==> config.mk <==
export PLATFORM = sky130hd
export DESIGN_NAME = txq_rate_pacer
export DESIGN_NICKNAME = d
export VERILOG_FILES = /design/src/rtl/txq_pacer_pkg.sv /design/src/rtl/txq_rate_timebase.sv /design/src/rtl/txq_rate_gap.sv /design/src/rtl/txq_rate_slot.sv /design/src/rtl/txq_rate_pacer.sv
export SDC_FILE = /design/constraint.sdc
export NUM_CORES = 2
export LEC_CHECK = 0
export BUFFER_PORTS_ARGS = -buffer_cell sky130_fd_sc_hd__buf_4
export CAP_MARGIN = 20
export CELL_PAD_IN_SITES_DETAIL_PLACEMENT = 2
export CELL_PAD_IN_SITES_GLOBAL_PLACEMENT = 2
export CORE_ASPECT_RATIO = 2
export CORE_MARGIN = 10
export CORE_UTILIZATION = 40
export DETAILED_ROUTE_END_ITERATION = 16
export GPL_TIMING_DRIVEN = 0
export PLACE_DENSITY = 0.77
export SYNTH_ARGS = -nofsm -noshare
export SYNTH_HDL_FRONTEND = slang
export SYNTH_SLANG_ARGS = --single-unit
==> constraint.sdc <==
create_clock -name clk -period 18.4 [get_ports clk]
set_input_delay 1.84 -clock clk [delete_from_list [all_inputs] [get_ports clk]]
set_output_delay 1.84 -clock clk [all_outputs]
set_load 0.01 [all_outputs]
==> src/rtl/txq_pacer_pkg.sv <==
package txq_pacer_pkg;
   localparam int WORD_W = 32;
   localparam int FRAC_W = 14;
   localparam int INT_W  = 10;
   localparam int FAC_W  = FRAC_W + INT_W;
   localparam int EN_BIT = 31;

   typedef logic [FAC_W-1:0]  factor_t;
   typedef logic [WORD_W-1:0] rword_t;

   function automatic factor_t word_factor(input rword_t w);
      return w[FAC_W-1:0];
   endfunction

   function automatic logic word_enable(input rword_t w);
      return w[EN_BIT];
   endfunction
endpackage

==> src/rtl/txq_rate_timebase.sv <==
module txq_rate_timebase #(
   parameter int TS_W     = 32,
   parameter int SLOW_DIV = 10
) (
   input  logic            clk,
   input  logic            rst_n,
   input  logic            slow,
   output logic            tick,
   output logic [TS_W-1:0] now
);
   localparam int DIV_W = (SLOW_DIV > 1) ? $clog2(SLOW_DIV) : 1;

   generate
      if (SLOW_DIV > 1) begin : g_div
         logic [DIV_W-1:0] div_q;
         always_ff @(posedge clk) begin
            if (!rst_n || !slow)
               div_q <= '0;
            else if (div_q == DIV_W'(SLOW_DIV - 1))
               div_q <= '0;
            else
               div_q <= div_q + 1'b1;
         end
         assign tick = !slow || (div_q == DIV_W'(SLOW_DIV - 1));
      end else begin : g_nodiv
         assign tick = 1'b1;
      end
   endgenerate

   always_ff @(posedge clk) begin
      if (!rst_n)
         now <= '0;
      else if (tick)
         now <= now + 1'b1;
   end
endmodule

==> src/rtl/txq_rate_gap.sv <==
module txq_rate_gap
   import txq_pacer_pkg::*;
#(
   parameter int LEN_W  = 14,
   parameter int COMP_W = 10,
   parameter int GAP_W  = 25
) (
   input  logic [LEN_W-1:0]  len,
   input  factor_t           factor,
   input  logic [COMP_W-1:0] comp,
   output logic [GAP_W-1:0]  gap
);
   localparam int PROD_W = LEN_W + FAC_W;

   logic [PROD_W-1:0] prod;

   always_comb begin
      prod = PROD_W'(len) * PROD_W'(factor);
      gap  = GAP_W'(prod >> FRAC_W) + GAP_W'(comp);
   end
endmodule

==> src/rtl/txq_rate_slot.sv <==
module txq_rate_slot
   import txq_pacer_pkg::*;
#(
   parameter int TS_W  = 32,
   parameter int GAP_W = 25
) (
   input  logic             clk,
   input  logic             rst_n,
   input  logic             clear,
   input  logic             wr_en,
   input  rword_t           wr_word,
   input  logic [TS_W-1:0]  now,
   input  logic             launch,
   input  logic [GAP_W-1:0] gap,
   output rword_t           word,
   output logic             eligible
);
   logic [TS_W-1:0] ts_q;
   logic            en;

   assign en       = word_enable(word);
   assign eligible = !en || ($signed(now - ts_q) >= 0);

   always_ff @(posedge clk) begin
      if (!rst_n || clear)
         word <= '0;
      else if (wr_en)
         word <= wr_word;
   end

   // timestamp follows the time base unless a spacing is pending
   always_ff @(posedge clk) begin
      if (!rst_n || clear)
         ts_q <= now;
      else if (en && launch)
         ts_q <= now + TS_W'(gap);
      else if (eligible)
         ts_q <= now;
   end
endmodule

==> src/rtl/txq_rate_pacer.sv <==
module txq_rate_pacer
   import txq_pacer_pkg::*;
#(
   parameter int NQ       = 8,
   parameter int LEN_W    = 14,
   parameter int COMP_W   = 10,
   parameter int TS_W     = 32,
   parameter int SLOW_DIV = 10,
   localparam int QW      = (NQ > 1) ? $clog2(NQ) : 1
) (
   input  logic              clk,
   input  logic              rst_n,
   input  logic              link_1g,
   input  logic              sel_we,
   input  logic [QW-1:0]     sel_idx,
   input  logic              rate_we,
   input  logic [31:0]       rate_wdata,
   output logic [31:0]       rate_rdata,
   input  logic              comp_we,
   input  logic [COMP_W-1:0] comp_wdata,
   input  logic              clear_all,
   input  logic              tx_done,
   input  logic [QW-1:0]     tx_qidx,
   input  logic [LEN_W-1:0]  tx_len,
   output logic [NQ-1:0]     q_eligible
);
   localparam int SCALED_W = LEN_W + INT_W;
   localparam int GAP_W    = ((SCALED_W > COMP_W) ? SCALED_W : COMP_W) + 1;

   generate
      if (NQ < 2) begin : g_bad_nq
         $error("txq_rate_pacer: NQ must be at least 2");
      end
      if (TS_W <= GAP_W) begin : g_bad_ts
         $error("txq_rate_pacer: TS_W must exceed the spacing width");
      end
      if (SLOW_DIV < 1) begin : g_bad_div
         $error("txq_rate_pacer: SLOW_DIV must be positive");
      end
   endgenerate

   logic [QW-1:0]         sel_q;
   logic [COMP_W-1:0]     comp_q;
   logic                  tick;
   logic [TS_W-1:0]       now;
   rword_t                words [NQ];
   logic [NQ-1:0]         en_vec;
   logic [NQ*FAC_W-1:0]   fac_flat;
   factor_t               tx_fac;
   logic [GAP_W-1:0]      gap;

   always_ff @(posedge clk) begin
      if (!rst_n) begin
         sel_q  <= '0;
         comp_q <= '0;
      end else begin
         if (sel_we)  sel_q  <= sel_idx;
         if (comp_we) comp_q <= comp_wdata;
      end
   end

   txq_rate_timebase #(.TS_W(TS_W), .SLOW_DIV(SLOW_DIV)) u_tb (
      .clk(clk), .rst_n(rst_n), .slow(link_1g), .tick(tick), .now(now)
   );

   always_comb begin
      tx_fac = '0;
      for (int k = 0; k < NQ; k++)
         if (tx_qidx == QW'(k)) tx_fac = word_factor(words[k]);
   end

   txq_rate_gap #(.LEN_W(LEN_W), .COMP_W(COMP_W), .GAP_W(GAP_W)) u_gap (
      .len(tx_len), .factor(tx_fac), .comp(comp_q), .gap(gap)
   );

   generate
      for (genvar i = 0; i < NQ; i++) begin : g_q
         txq_rate_slot #(.TS_W(TS_W), .GAP_W(GAP_W)) u_slot (
            .clk(clk), .rst_n(rst_n), .clear(clear_all),
            .wr_en(rate_we && (sel_q == QW'(i))),
            .wr_word(rate_wdata), .now(now),
            .launch(tx_done && (tx_qidx == QW'(i))),
            .gap(gap), .word(words[i]), .eligible(q_eligible[i])
         );
         assign en_vec[i] = word_enable(words[i]);
         assign fac_flat[i*FAC_W +: FAC_W] = word_factor(words[i]);
      end
   endgenerate

   always_comb begin
      rate_rdata = '0;
      for (int k = 0; k < NQ; k++)
         if (sel_q == QW'(k)) rate_rdata = words[k];
   end
endmodule


==> impl_metrics.py <==
metrics = {
    "layout": {
        "seqCellArea_um2": 13790,
        "area_growth_pct": 10.80,
        "multi_input_area_um2": 26410,
        "fin_nets": 5932,
        "fin_cells": 6638,
        "drive_gt1_frac": 0.06570,
        "most-common-layout-cells": "nand2_1 (1,203), inv_1 (558), a21oi_1 (404)",
        "final_common_cell": "nand2_1",
        "fillers": 12190,
    },
    "hold_path": {
        "hp-class": "flop to flop",
    },
    "power": {
        "p_per_area_nw_per_um2": 90.10,
        "vdd_drop_max_uv": 112.9,
        "sequentialPowerShare": 0.302,
        "power_switching_uw": 1824,
        "p_clk_frac": 0.283,
        "sw_frac_of_total": 0.4193,
        "p_leak_uw": 0.02025,
        "intPower_uw": 2526,
        "power_frac_comb": 0.415,
    },
    "clock_network": {
        "post_cts_buffers": 0,
        "cts_resized": 0,
        "cts_tree": "yes",
        "cts_sinks": 561,
        "clkLatencyLatePin_ns": 0.70,
        "clk_pin_slew_ns": 0.07,
        "ctsHoldBuffers": 0,
        "clockBufferDepth": 3,
        "cts_buffers": 57,
        "h-tree-depth": 2,
        "clockRootBuffer": "clkbuf_16",
    },
    "sta": {
        "fin_setup_tns_ns": 0,
        "finalCritPeriodShare": 0.8578,
        "fin_crit_ns": 15.78,
        "fmax_ghz": 0.06336,
        "finalHoldViolations": 0,
        "worst_slew_pin_slew_ns": 1.344,
        "finalSetupViolations": 0,
        "max-slew-margin-rel": 0.1038,
        "fin_skew_ns": 0.06110,
        "drv_slew": 0,
        "rsz0062_at_grt": "false",
        "worst_slack_ns": 2.616,
    },
    "place": {
        "place_congestion": 0.9006,
        "dpl.hpwl_mm": 152.4,
        "dp.cells": 6524,
        "pre_cts_slack_ns": 1.989,
        "numPortBuffers": 75,
    },
    "global_route": {
        "grt_overflow_total": 0,
        "antenna_found_initial": 5,
        "grt.total_usage": 0.3137,
        "grt_max_degree": 33,
        "grt_pass1_wl_mm": 285.3,
        "grt_pass1_vias": 44350,
    },
    "synthesis": {
        "synthesis.area_um2": 43570,
        "synth_cell_type_count": 72,
        "synth_nets": 5758,
        "synth-seq-cells": 561,
        "yosysSeqAreaShare": 0.3166,
        "synth_warnings": 0,
        "syn_inst": 5028,
        "ys.flop_type": "dfxtp_1",
        "synth_edf_count": 256,
        "synthArstFlopShare": 0,
        "syn_avg_cell_area_um2": 8.665,
    },
    "critical_path": {
        "worst_ep_required_time_ns": 18.78,
        "worst-endpoint-arrival_ns": 16.16,
        "critPathKind": "input pin to flop",
        "slowest_stage": "a221oi_1",
        "end_kind": "flop",
        "cpMostUsedCell": "fa_1",
        "crit_fanout": 10,
        "slowest_delay_ns": 1.11,
        "critPathLaunchType": "input pin",
    },
    "floorplanning": {
        "num_rows": 171,
        "core_um2": 108500,
        "die_area_um2": 123300,
        "die_w_um": 253.4,
        "initial_core_util": 0.4017,
        "pin_count": 110,
        "fp.dieH_um": 486.7,
    },
    "detailed_routing": {
        "firstDrtPassIters": 5,
        "via_per_inst": 5.796,
        "antenna_left": 0,
        "routedWlPerCell_um": 29.23,
        "drc_errors": 0,
        "vias": 38470,
        "wirelength_mm": 194.0,
        "drt_iter0_markers": 1896,
    },
    "outcome": {
        "outcome": "finished, final reports clean",
    },
    "job": {
        "max_cap_viol_count": 0,
    },
}
-- metal layers --
layer,GRT usage,vias to the layer above,share of wire
met3,0.03514,606,0.036
li1,-,16930,-
met5,0,-,0.000067
met2,0.5908,1099,0.53
met4,0.2613,2,0.098
met1,0.2982,19840,0.33
-- registers in the layout, summed over array words and instances, names as in the netlist --
name,cells
g_q.u_slot.ts_q,256
g_q.u_slot.word,256
u_tb.now,32
comp_q,10
u_tb.g_div.div_q,4
sel_q,3
-- path summary, 6_finish.rpt --
path	slack, ns	end	from	cells past startpoint
setup / recovery	2.62	g_q[6].u_slot.ts_q[28]	tx_qidx[1]	42
hold / removal	0.46	g_q[1].u_slot.word[25]	g_q[1].u_slot.word[25]	2
setup reg to reg	5.19	g_q[6].u_slot.ts_q[28]	g_q[0].u_slot.word[8]	39
hold reg to reg	0.46	g_q[1].u_slot.word[25]	g_q[1].u_slot.word[25]	2
-- synthesized netlist by cell type (92+ instances only) --
| master | count | area [um^2] |
|---|---|---|
| a21oi_1 | 404 | 2022 |
| and2_1 | 161 | 1007 |
| clkbuf_1 | 252 | 945.9 |
| dfxtp_1 | 305 | 6106 |
| edfxtp_1 | 256 | 7687 |
| fa_1 | 271 | 5425 |
| ha_1 | 389 | 4867 |
| inv_1 | 558 | 2095 |
| mux2i_1 | 96 | 960.9 |
| nand2_1 | 1203 | 4516 |
| o21ai_0 | 208 | 1041 |
| xnor2_1 | 92 | 805.8 |
-- worst max-delay path: cells and delay by family --
kind            cells  cell delay, ns
simple gates        7            1.49
fa+ha+maj           9            4.14
xor+xnor            2            0.39
buf+inv             9            3.13
compound gates     15            5.11
-- stage by stage --
stage,util,hold slack [ns],power [uW],cell area (um^2)
after floorplan,-,0.4329,2245,43570
after detailed placement,0.4273,0.4504,3121,46350
after global placement,0.4228,0.4411,2920,45860
final,0.4450,0.4597,4350,48280
after CTS,0.4446,0.4597,4342,48220
after global routing,0.4450,0.4803,4509,48270
-- power groups by stage --
stage | Combinational (uW) | Clock (uW) | Sequential (uW)
floorplan | 908 | 0 | 1340
global placement | 1580 | 0 | 1340
global route | 1920 | 1280 | 1310
detailed placement | 1780 | 0 | 1340
CTS | 1790 | 1240 | 1310
finish | 1800 | 1230 | 1310
-- cells by family (layout without fill, tap and decap cells) --
family	after synthesis	after routing	share of synthesized area
XOR/XNOR	144	144	0.02895
other	0	3	0
buffers and inverters	887	1110	0.07866
AO/OA/AOI/OAI	882	882	0.1197
flip-flops	561	561	0.3166
AND/OR/NAND/NOR	1727	1727	0.1715
adder cells (fa/ha/maj)	660	660	0.2362
multiplexers	167	167	0.04842
-- final cells by class --
type | instances | area share
sequential | 561 | 0.2857
clock inverter | 30 | 0.005987
timing repair buffer | 115 | 0.02136
clock buffer | 78 | 0.03284
tap | 1384 | 0.03587
buffer | 327 | 0.02745
antenna | 3 | 0.0001555
multi-input combinational | 3580 | 0.5471
inverter | 560 | 0.04354
Power figures use the tool's default switching activity.
